## config.mk

```make
export PLATFORM = sky130hd
export DESIGN_NAME = hdlc_txq
export DESIGN_NICKNAME = d
export VERILOG_FILES = /design/src/rtl/hdlc_txq_pkg.sv /design/src/rtl/hdlc_txq_store.sv /design/src/rtl/hdlc_txq_seq.sv /design/src/rtl/hdlc_txq_irq.sv /design/src/rtl/hdlc_txq.sv
export SDC_FILE = /design/constraint.sdc
export NUM_CORES = 1
export LEC_CHECK = 0
export CAP_MARGIN = 40
export CORE_MARGIN = 4
export CORE_UTILIZATION = 45
export DETAILED_ROUTE_END_ITERATION = 10
export SYNTH_ARGS = -nofsm -noshare
export SYNTH_HDL_FRONTEND = slang
export SYNTH_SLANG_ARGS = --single-unit
```

## constraint.sdc

```tcl
create_clock -name clk -period 2.83 [get_ports clk]
set_clock_uncertainty 0.15 [all_clocks]
set_input_delay 0.283 -clock clk [delete_from_list [all_inputs] [get_ports clk]]
set_output_delay 0.283 -clock clk [all_outputs]
set_load 0.005 [all_outputs]
```

## src/rtl/hdlc_txq_pkg.sv

```systemverilog
package hdlc_txq_pkg;
  // Status flag positions
  localparam int FLG_LOW = 0;
  localparam int FLG_UFL = 1;
  localparam int FLG_COL = 2;
  localparam int FLG_EOT = 3;
  localparam int NFLG    = 4;
  // Interframe fill patterns
  localparam logic [7:0] FILL_ONES = 8'hFF;
  localparam logic [7:0] FILL_FLAG = 8'h7E;
endpackage

```

## src/rtl/hdlc_txq_store.sv

```systemverilog
module hdlc_txq_store #(
  parameter int DW    = 8,
  parameter int DEPTH = 19,
  parameter int CW    = $clog2(DEPTH + 1)
) (
  input  logic          clk,
  input  logic          rst_n,
  input  logic          push,
  input  logic [DW-1:0] wdata,
  input  logic          wlast,
  input  logic          pop,
  output logic [DW-1:0] head_data,
  output logic          head_last,
  output logic [CW-1:0] count,
  output logic [CW-1:0] count_nxt,
  output logic          empty,
  output logic          full
);
  localparam int AW = (DEPTH > 1) ? $clog2(DEPTH) : 1;
  localparam int EW = DW + 1;

  logic [AW-1:0] wp_q, wp_d, rp_q, rp_d;
  logic [CW-1:0] cnt_q, cnt_d;
  logic          push_ok, pop_ok;
  logic [EW-1:0] rows [DEPTH];

  function automatic logic [AW-1:0] ptr_inc(input logic [AW-1:0] p);
    return (p == AW'(DEPTH - 1)) ? '0 : p + AW'(1);
  endfunction

  assign empty   = (cnt_q == '0);
  assign full    = (cnt_q == CW'(DEPTH));
  assign push_ok = push && !full;
  assign pop_ok  = pop && !empty;

  // Storage rows, each with its own write enable
  for (genvar g = 0; g < DEPTH; g++) begin : g_row
    logic [EW-1:0] row_q;
    always_ff @(posedge clk) begin
      if (push_ok && (wp_q == AW'(g))) row_q <= {wlast, wdata};
    end
    assign rows[g] = row_q;
  end

  assign {head_last, head_data} = rows[rp_q];

  always_comb begin
    wp_d  = push_ok ? ptr_inc(wp_q) : wp_q;
    rp_d  = pop_ok  ? ptr_inc(rp_q) : rp_q;
    cnt_d = cnt_q + CW'(push_ok) - CW'(pop_ok);
  end

  always_ff @(posedge clk or negedge rst_n) begin
    if (!rst_n) begin
      wp_q  <= '0;
      rp_q  <= '0;
      cnt_q <= '0;
    end else begin
      wp_q  <= wp_d;
      rp_q  <= rp_d;
      cnt_q <= cnt_d;
    end
  end

  assign count     = cnt_q;
  assign count_nxt = cnt_d;

  // occupancy never exceeds the depth
  p_count_bound_r12: assert property (@(posedge clk) disable iff (!rst_n)
    cnt_q <= CW'(DEPTH));
  // a write into a full queue without a pop leaves occupancy unchanged
  p_full_drop_r12: assert property (@(posedge clk) disable iff (!rst_n)
    (full && push && !pop) |=> (cnt_q == CW'(DEPTH)));
endmodule

```

## src/rtl/hdlc_txq_seq.sv

```systemverilog
module hdlc_txq_seq (
  input  logic clk,
  input  logic rst_n,
  input  logic rd_req,
  input  logic collision,
  input  logic empty,
  input  logic head_last,
  output logic pop,
  output logic fr_valid,
  output logic abort,
  output logic ufl_evt,
  output logic in_pkt,
  output logic flushing
);
  logic in_pkt_q, in_pkt_d;
  logic flush_q, flush_d;
  logic col_abort, fr_pop, fl_pop;

  assign col_abort = collision && in_pkt_q;
  assign fr_valid  = !empty && !flush_q && !col_abort;
  assign fr_pop    = rd_req && fr_valid;
  assign fl_pop    = flush_q && !empty;
  assign pop       = fr_pop || fl_pop;
  assign ufl_evt   = rd_req && empty && in_pkt_q && !flush_q;
  assign abort     = ufl_evt || col_abort;

  always_comb begin
    in_pkt_d = in_pkt_q;
    flush_d  = flush_q;
    if (abort) begin
      in_pkt_d = 1'b0;
      flush_d  = 1'b1;
    end else begin
      if (fr_pop) in_pkt_d = !head_last;
      if (fl_pop && head_last) flush_d = 1'b0;
    end
  end

  always_ff @(posedge clk or negedge rst_n) begin
    if (!rst_n) begin
      in_pkt_q <= 1'b0;
      flush_q  <= 1'b0;
    end else begin
      in_pkt_q <= in_pkt_d;
      flush_q  <= flush_d;
    end
  end

  assign in_pkt   = in_pkt_q;
  assign flushing = flush_q;

  // an abort leaves the packet closed and the discard running
  p_abort_flush_r4: assert property (@(posedge clk) disable iff (!rst_n)
    abort |=> (flush_q && !in_pkt_q));
  // a discard ends only after removing an entry tagged final
  p_flush_exit_r6: assert property (@(posedge clk) disable iff (!rst_n)
    $fell(flush_q) |-> $past(pop && head_last));
  // a discard starts only from an abort
  p_flush_entry_r6: assert property (@(posedge clk) disable iff (!rst_n)
    $rose(flush_q) |-> $past(abort));
  // no fetch is granted in the cycle a collision aborts
  p_col_block_r5: assert property (@(posedge clk) disable iff (!rst_n)
    (collision && in_pkt_q) |-> !(rd_req && fr_valid));
endmodule

```

## src/rtl/hdlc_txq_irq.sv

```systemverilog
module hdlc_txq_irq
  import hdlc_txq_pkg::*;
#(
  parameter int DEPTH    = 19,
  parameter int LOW_MARK = 4,
  parameter int CW       = $clog2(DEPTH + 1)
) (
  input  logic            clk,
  input  logic            rst_n,
  input  logic [CW-1:0]   count,
  input  logic [CW-1:0]   count_nxt,
  input  logic            ufl_evt,
  input  logic            col_evt,
  input  logic            frame_done,
  input  logic            empty,
  input  logic            in_pkt,
  input  logic            flushing,
  input  logic            stat_rd,
  input  logic [NFLG-1:0] irq_en,
  output logic [NFLG-1:0] flags,
  output logic            irq
);
  localparam logic [CW-1:0] MARK = CW'(LOW_MARK);

  logic [NFLG-1:0] flags_q, flags_d, set_v;

  always_comb begin
    set_v          = '0;
    set_v[FLG_LOW] = (count > MARK) && (count_nxt <= MARK);
    set_v[FLG_UFL] = ufl_evt;
    set_v[FLG_COL] = col_evt;
    set_v[FLG_EOT] = frame_done && empty && !in_pkt && !flushing;
    flags_d        = (stat_rd ? '0 : flags_q) | set_v;
  end

  always_ff @(posedge clk or negedge rst_n) begin
    if (!rst_n) flags_q <= '0;
    else        flags_q <= flags_d;
  end

  assign flags = flags_q;
  assign irq   = |(flags_q & irq_en);

  // without a status read no flag drops
  p_sticky_r9: assert property (@(posedge clk) disable iff (!rst_n)
    !stat_rd |=> (($past(flags_q) & ~flags_q) == '0));
  // a status read with no new event empties the flags
  p_clear_r9: assert property (@(posedge clk) disable iff (!rst_n)
    (stat_rd && (set_v == '0)) |=> (flags_q == '0));
  // an underflow is always recorded
  p_ufl_flag_r4: assert property (@(posedge clk) disable iff (!rst_n)
    ufl_evt |=> flags_q[FLG_UFL]);
  // a collision is always recorded
  p_col_flag_r5: assert property (@(posedge clk) disable iff (!rst_n)
    col_evt |=> flags_q[FLG_COL]);
endmodule

```

## src/rtl/hdlc_txq.sv

```systemverilog
module hdlc_txq
  import hdlc_txq_pkg::*;
#(
  parameter int DW       = 8,
  parameter int DEPTH    = 19,
  parameter int LOW_MARK = 4
) (
  input  logic            clk,
  input  logic            rst_n,
  input  logic            wr_en,
  input  logic [DW-1:0]   wr_data,
  input  logic            wr_last,
  output logic            full,
  input  logic            rd_req,
  output logic            rd_valid,
  output logic [DW-1:0]   rd_data,
  output logic            rd_last,
  output logic            abort,
  input  logic            collision,
  input  logic            frame_done,
  input  logic            cfg_fill_ones,
  output logic [DW-1:0]   idle_byte,
  input  logic            stat_rd,
  input  logic [NFLG-1:0] irq_en,
  output logic [NFLG-1:0] status,
  output logic            irq
);
  localparam int CW = $clog2(DEPTH + 1);

  logic [1:0]    rs_q;
  logic          rst_i_n;
  logic          pop, empty, head_last, ufl_evt, in_pkt, flushing;
  logic [CW-1:0] count, count_nxt;

  // Reset: asserted asynchronously, released on the clock
  always_ff @(posedge clk or negedge rst_n) begin
    if (!rst_n) rs_q <= '0;
    else        rs_q <= {rs_q[0], 1'b1};
  end
  assign rst_i_n = rs_q[1];

  hdlc_txq_store #(.DW(DW), .DEPTH(DEPTH), .CW(CW)) u_store (
    .clk(clk), .rst_n(rst_i_n),
    .push(wr_en), .wdata(wr_data), .wlast(wr_last),
    .pop(pop), .head_data(rd_data), .head_last(head_last),
    .count(count), .count_nxt(count_nxt), .empty(empty), .full(full)
  );

  hdlc_txq_seq u_seq (
    .clk(clk), .rst_n(rst_i_n),
    .rd_req(rd_req), .collision(collision), .empty(empty), .head_last(head_last),
    .pop(pop), .fr_valid(rd_valid), .abort(abort), .ufl_evt(ufl_evt),
    .in_pkt(in_pkt), .flushing(flushing)
  );

  hdlc_txq_irq #(.DEPTH(DEPTH), .LOW_MARK(LOW_MARK), .CW(CW)) u_irq (
    .clk(clk), .rst_n(rst_i_n),
    .count(count), .count_nxt(count_nxt),
    .ufl_evt(ufl_evt), .col_evt(collision), .frame_done(frame_done),
    .empty(empty), .in_pkt(in_pkt), .flushing(flushing),
    .stat_rd(stat_rd), .irq_en(irq_en), .flags(status), .irq(irq)
  );

  assign rd_last   = head_last;
  assign idle_byte = cfg_fill_ones ? DW'(FILL_ONES) : DW'(FILL_FLAG);

  // the queue is idle right after reset
  p_reset_idle_r1: assert property (@(posedge clk)
    !rst_i_n |=> (!rd_valid && !full && status == '0));
endmodule

```

; ---- Word level (Yosys, flattened, before mapping)
; Cells that the tools add are included.
[totals]
reg_bits = 194
out_inout_bits = 25
elab_cells = 114
[classes]
eq_ne = 20
bitwise = 3
n_lt_le_gt_ge = 3
reduce_logical = 47
add_sub_neg = 4
n_mux = 11
[ops]
columns = operator, count
row1 = binary-select mux 9 bit (select 5 bit), 1
row2 = "equality test 5 x 4 -> 1 bit, second input constant", 8
row3 = logical AND 1 bit, 34
row4 = "equality test 5 bit, second input constant", 5
row5 = "equality test 5 x 3 -> 1 bit, second input constant", 4
row6 = two-way mux 9 bit, 2
row7 = "adder 5 x 1 -> 5 bit, second input constant", 2
row8 = "equality test 5 x 2 -> 1 bit, second input constant", 2
row9 = logical NOT 5 bit, 2
row10 = two-way mux 5 bit, 2
row11 = two-way mux 8 bit, 1
row12 = ">= comparator 6 bit, second input constant", 1
row13 = logical NOT 1 bit, 6
row14 = inverter 5 -> 6 bit, 1
row15 = adder 5 x 1 -> 5 bit, 1
row16 = "equality test 5 x 1 -> 1 bit, second input constant", 1
row17 = "greater-than comparator 5 x 3 -> 1 bit, second input constant", 1
row18 = "<= comparator 5 x 3 -> 1 bit, second input constant", 1
row19 = subtractor 5 x 1 -> 5 bit, 1
row20 = bitwise AND 4 bit, 1
row21 = two-way mux 1 bit, 4
row22 = two-way mux 4 bit, 1
row23 = bitwise OR 4 bit, 1
row24 = nonzero test 2 bit, 2
row25 = 2 further kinds, 3

; ---- Depth between registers and ports, before layout
[logic_depth]
word_depth = 11
mapped_depth = 14
depth_no_buf = 14

; ---- By module
; Synthesis repeated with hierarchy kept, for this count alone.
[unflattened]
cells_unflattened = 462
hier_area_um2 = 8079.0
[modules_own_cells]
columns = mod, area_each_um2, n_inst, cells_per_inst, seq_area_each_um2
row1 = hdlc_txq_store, 7643.6, 1, 417, 5510.3
row2 = hdlc_txq_irq, 182.7, 1, 18, 100.1
row3 = hdlc_txq_seq, 138.9, 1, 16, 50.0
row4 = hdlc_txq, 113.9, 1, 11, 50.0

; ---- Worst setup path before layout
; Ideal clock, no wire load.
[synth_timing]
path_type = register to register
startpoint = register u_store.cnt_q[2] (netlist: u_store.count[2])
endpoint = register u_irq.flags_q[0] (netlist: u_irq.flags[0])
setup_slack_ps = -145
arrival_ps = 2725
required_ps = 2579
synth_period_minus_slack_ps = 2975
setup_ps = 101
path_buffers = 0
path_stages_with_launch = 15
path_cell_list = dfrtp_1 inv_1 ha_1 nor4b_2 a21oi_1 ha_1 inv_1 ha_1 inv_1 fa_1 inv_1 a21oi_1 o21bai_1 xnor2_1 o32ai_1
[synth_via]
elab_chain_len = 11
elab_cells_between_ends = 17
cone_classes = add/sub (2) / order compare (2) / eq/ne (1) / bitwise (1) / reduce/logical (11)
[synth_lines]
columns = item, line_no
row1 = start: declaration, hdlc_txq_store.sv:23  ; logic [CW-1:0] cnt_q, cnt_d;
row2 = start signal: assignment, hdlc_txq_store.sv:61  ; cnt_q <= cnt_d;
row3 = logical NOT 5 bit *, hdlc_txq_store.sv:31  ; assign empty = (cnt_q == '0);
row4 = logical NOT 1 bit *, "hdlc_txq_store.sv:34, hdlc_txq_seq.sv:20, hdlc_txq_seq.sv:22"
row5 = logical AND 1 bit (2 in series), hdlc_txq_seq.sv:20  ; assign fr_valid = !empty && !flush_q && !col_abort;
row6 = logical AND 1 bit, hdlc_txq_seq.sv:21  ; assign fr_pop = rd_req && fr_valid;
row7 = logical OR 1 bit, hdlc_txq_seq.sv:23  ; assign pop = fr_pop || fl_pop;
row8 = logical AND 1 bit *, hdlc_txq_store.sv:34  ; assign pop_ok = pop && !empty;
row9 = named net u_store.pop_ok, hdlc_txq_store.sv:24  ; logic push_ok, pop_ok;
row10 = subtractor 5 x 1 -> 5 bit *, hdlc_txq_store.sv:50  ; cnt_d = cnt_q + CW'(push_ok) - CW'(pop_ok);
row11 = named net count_nxt[4], hdlc_txq.sv:33  ; logic [CW-1:0] count, count_nxt;
row12 = <= comparator 5 x 3 -> 1 bit *, hdlc_txq_irq.sv:29  ; set_v[FLG_LOW] = (count > MARK) && (count_nxt <= MARK);
row13 = logical AND 1 bit *, hdlc_txq_irq.sv:29
row14 = bitwise OR 4 bit *, hdlc_txq_irq.sv:33  ; flags_d = (stat_rd ? '0 : flags_q) | set_v;
row15 = named net u_irq.flags_d[0], hdlc_txq_irq.sv:25  ; logic [NFLG-1:0] flags_q, flags_d, set_v;
row16 = end signal: assignment, hdlc_txq_irq.sv:38  ; else flags_q <= flags_d;
row17 = end: declaration, hdlc_txq_irq.sv:25
; The timed path passes the listed nets; every way through them passes the cells marked *.
; A chain may end at the register's enable or synchronous reset.

; ---- Worst setup path after layout
[layout_timing]
startpoint = register u_store.rp_q[0]
endpoint = output port rd_last
[layout_via]
elab_chain_len = 4
[layout_lines]
columns = item, line_no
row1 = start: declaration, hdlc_txq_store.sv:22  ; logic [AW-1:0] wp_q, wp_d, rp_q, rp_d;
row2 = start signal: assignment, hdlc_txq_store.sv:60  ; rp_q <= rp_d;
row3 = inverter 5 -> 6 bit (implied by the code), hdlc_txq_store.sv:45  ; assign {head_last, head_data} = rows[rp_q];
row4 = binary-select mux 9 bit (select 5 bit), hdlc_txq_store.sv:45
row5 = two-way mux 9 bit (implied by the code) (2 in series), hdlc_txq_store.sv:45
row6 = end: declaration, hdlc_txq.sv:17  ; output logic rd_last,
; Every way passes these cells. The select of a mux whose other input is x is not followed.

==> metrics <==
f_max 359 MHz; CP Capture Type output pin; Top Ports between 40 and 50; DR vias around 4500; max_slew headroom 0.417; HP Class flop to asynchronous set/reset pin; wire per inst about 22 um; Initial Utilization 0.461; DIE AREA roughly 0.020 mm^2; post-route setup slack around 42 ps; Cell Area, Synth about 0.008 mm^2; vias in the first global route between 4000 and 5000; slowest stage cell, crit path mux4_2; crit start category flop; drt via density 5.52; CP bufs+invs 3; Clock Latency Late Sink 430 ps; Final setup viols 0; PnR Total Power 0.00973 W; All-Layer GR Usage 0.182; cell count after synthesis 490; reg-to-reg endpoint u_irq.flags[0]; number of fill cells 1408; post-layout min period roughly 2800 ps; largest net degree at the start of global routing 23; H-tree depth 4; WP data required 2400 ps; die height approximately 140 um; GRT overflow 0; CTS Buffer Depth 2; number of synthesized flops with an enable pin between 150 and 200; Post-DP HPWL ~12000 um; drt pass-1 iters 4; final hold viol count 0; TritonCTS clock tree yes; Ys Warns 0; Setup CP Type flop to output pin; Worst path top cell family by delay multiplexers; final WL ~17000 um; FF+latch count, synth between 150 and 200; total CTS buffers 17; FF+latch area between 0.005 and 0.006 mm^2; DRC 0; P_leak approximately 3.5 nW; area grow syn2layout 19.9%; Final Cell Area just under 0.01 mm^2; Worst R2R Start u_store.count[2]; nets 607; WP data arrival approximately 2400 ps; post-route ant nets 0; Tcrit/Tclk final 0.985; reg2reg setup slack approximately 80 ps; root buffer cell clkbuf_16; Netlist cell types 43; global-route wire length before repair about 27000 um; worst-margin pin slew roughly 870 ps; slowest stage delay, CP around 540 ps; Initial DRC Count 430; Max-Cap Viols 0; FF-to-FF path depth 13; Die W between 100 and 150 um; PwrDens about 1000 mW/mm^2; crit path from u_store.rp_q[0]; CTS Sinks around 190; placed inst area a little under 0.009 mm^2; layout cell share with drive strength beyond 1 0.241; status finished, final reports clean; syn_area_per_cell approximately 16 um^2; Worst Hold Margin 92.0 ps; RD Place Congestion between 0.7 and 0.8; core area ~0.017 mm^2; pre-CTS WS -127 ps; RSZ-0062 raised after global routing true; row cnt 48; Crit Path Max Fanout 8; critical-path cell list buf_12 > buf_4 > mux4_2 > mux2i_1 > nor3_1 > a311o_1 > buf_2; filler-free cell count of the finished design approximately 800; clock-pin slew on the worst setup and hold paths about 70 ps; async set or reset register ratio after synthesis 0.119; n_diodes 0; Primary FF master, synth edfxtp_1; footprint of the multi-input gates roughly 0.0021 mm^2; IR Drop Worst-Case VDD 0.512 mV; DP Cell Count between 700 and 800; initial antenna violation count 0; fin. max-slew vios 0; fraction of the yosys area taken by sequential cells 0.710; Port Buffers 36
## cell usage after synthesis, types with 4 or more instances
cell | instances | area [um^2]
o21ai_0 | 5 | 25.0
xnor2_1 | 4 | 35.0
edfxtp_1 | 171 | 5130
nor2_1 | 35 | 131
clkbuf_1 | 7 | 26.3
mux4_2 | 36 | 811
buf_4 | 9 | 67.6
a21oi_1 | 23 | 115
mux2i_1 | 10 | 100
dfrtp_1 | 23 | 576
a221o_1 | 8 | 80.1
and3_1 | 5 | 31.3
ha_1 | 14 | 175
nor3_1 | 8 | 40.0
inv_1 | 22 | 82.6
buf_2 | 7 | 35.0
nand2_1 | 60 | 225
## timing repair
item | CTS | global route
buffers inserted | 8 | 1
setup endpoints to repair | 10 | 8
pin swaps | 7 | 3
hold endpoints to repair | 7 | 0
gates resized for setup | 39 | 11
hold buffers | 2 | 0
cloned | 2 | 0
## stage by stage
stage | TNS, ps | utilization
after CTS | -34.8 | 0.553
after global routing | -98.0 | 0.553
after floorplan | 0 | -
after global placement | -103 | 0.508
final | 0 | 0.553
after detailed placement | -127 | 0.509
## logic make-up (layout without fill, tap and decap cells)
| family | after synthesis | after routing | synth area share |
|---|---|---|---|
| AOI/OAI and AO/OA | 54 | 54 | 0.0458 |
| and+or+nand+nor | 123 | 123 | 0.0660 |
| DFF | 194 | 194 | 0.710 |
| buffers and inverters | 50 | 138 | 0.0314 |
| adders and majority gates | 15 | 15 | 0.0243 |
| xor gates and xnor gates | 5 | 5 | 0.00545 |
| muxes | 48 | 48 | 0.116 |
| other | 1 | 7 | 0.000467 |
## power by group
group	internal, W	leakage (nW)	switching [W]
logic	0.00176	1.39	0.00189
registers	0.00346	1.82	0.000264
clock network	0.00131	0.284	0.00105
## cells in the final DEF, fill, tap and decap left out, types with 4 or more instances in the layout
master / synthesis / routed
buf_4: 9 / 36
buf_12: 0 / 5
ha_1: 14 / 13
buf_16: 0 / 4
mux4_2: 36 / 36
xnor2_1: 4 / 4
nand2_2: 0 / 5
clkdlybuf4s50_1: 0 / 26
nor2_1: 35 / 35
inv_1: 22 / 20
o21ai_0: 5 / 4
dfrtp_1: 23 / 21
and3_1: 5 / 5
nor3_1: 8 / 8
a21oi_1: 23 / 20
conb_1: 1 / 7
nand2_1: 60 / 55
mux2i_1: 10 / 10
edfxtp_1: 171 / 171
clkbuf_16: 0 / 17
a221o_1: 8 / 8
buf_2: 7 / 4
clkbuf_2: 0 / 5
inv_6: 0 / 5
## layer usage
metal	share of wire	GRT usage
met1	0.46	0.258
met2	0.48	0.280
met3	0.037	0.0344
met4	0.021	0.0727
met5	0	0
## flip-flops by register name, summed over array words and instances, names as in the netlist
register / flops
u_store.g_row.row_q: 171
u_store.count: 5
u_store.rp_q: 5
u_store.wp_q: 5
u_irq.flags: 4
rs_q: 2
u_seq.flushing: 1
u_seq.in_pkt: 1
## how the worst max path moves through the flow
| stage | end | slack, ps | depth (start not counted) |
|---|---|---|---|
| final | rd_last | 40 | 7 |
| after global routing | u_irq.flags[0] | -70 | 14 |
| after detailed placement | u_irq.flags[0] | -130 | 13 |
| after CTS | rd_data[2] | -20 | 8 |
| after global placement | u_irq.flags[0] | -100 | 13 |
| after floorplan | u_irq.flags[0] | 20 | 14 |
## layout make-up
class | instances | share of cell area
well taps | 225 | 0.0292
inverters | 22 | 0.00857
clock inverters | 15 | 0.0161
repair buffers | 84 | 0.0861
multi-input cells | 252 | 0.223
clock buffers | 17 | 0.0442
flip-flops and latches | 194 | 0.593
Power figures use the tool's default switching activity.
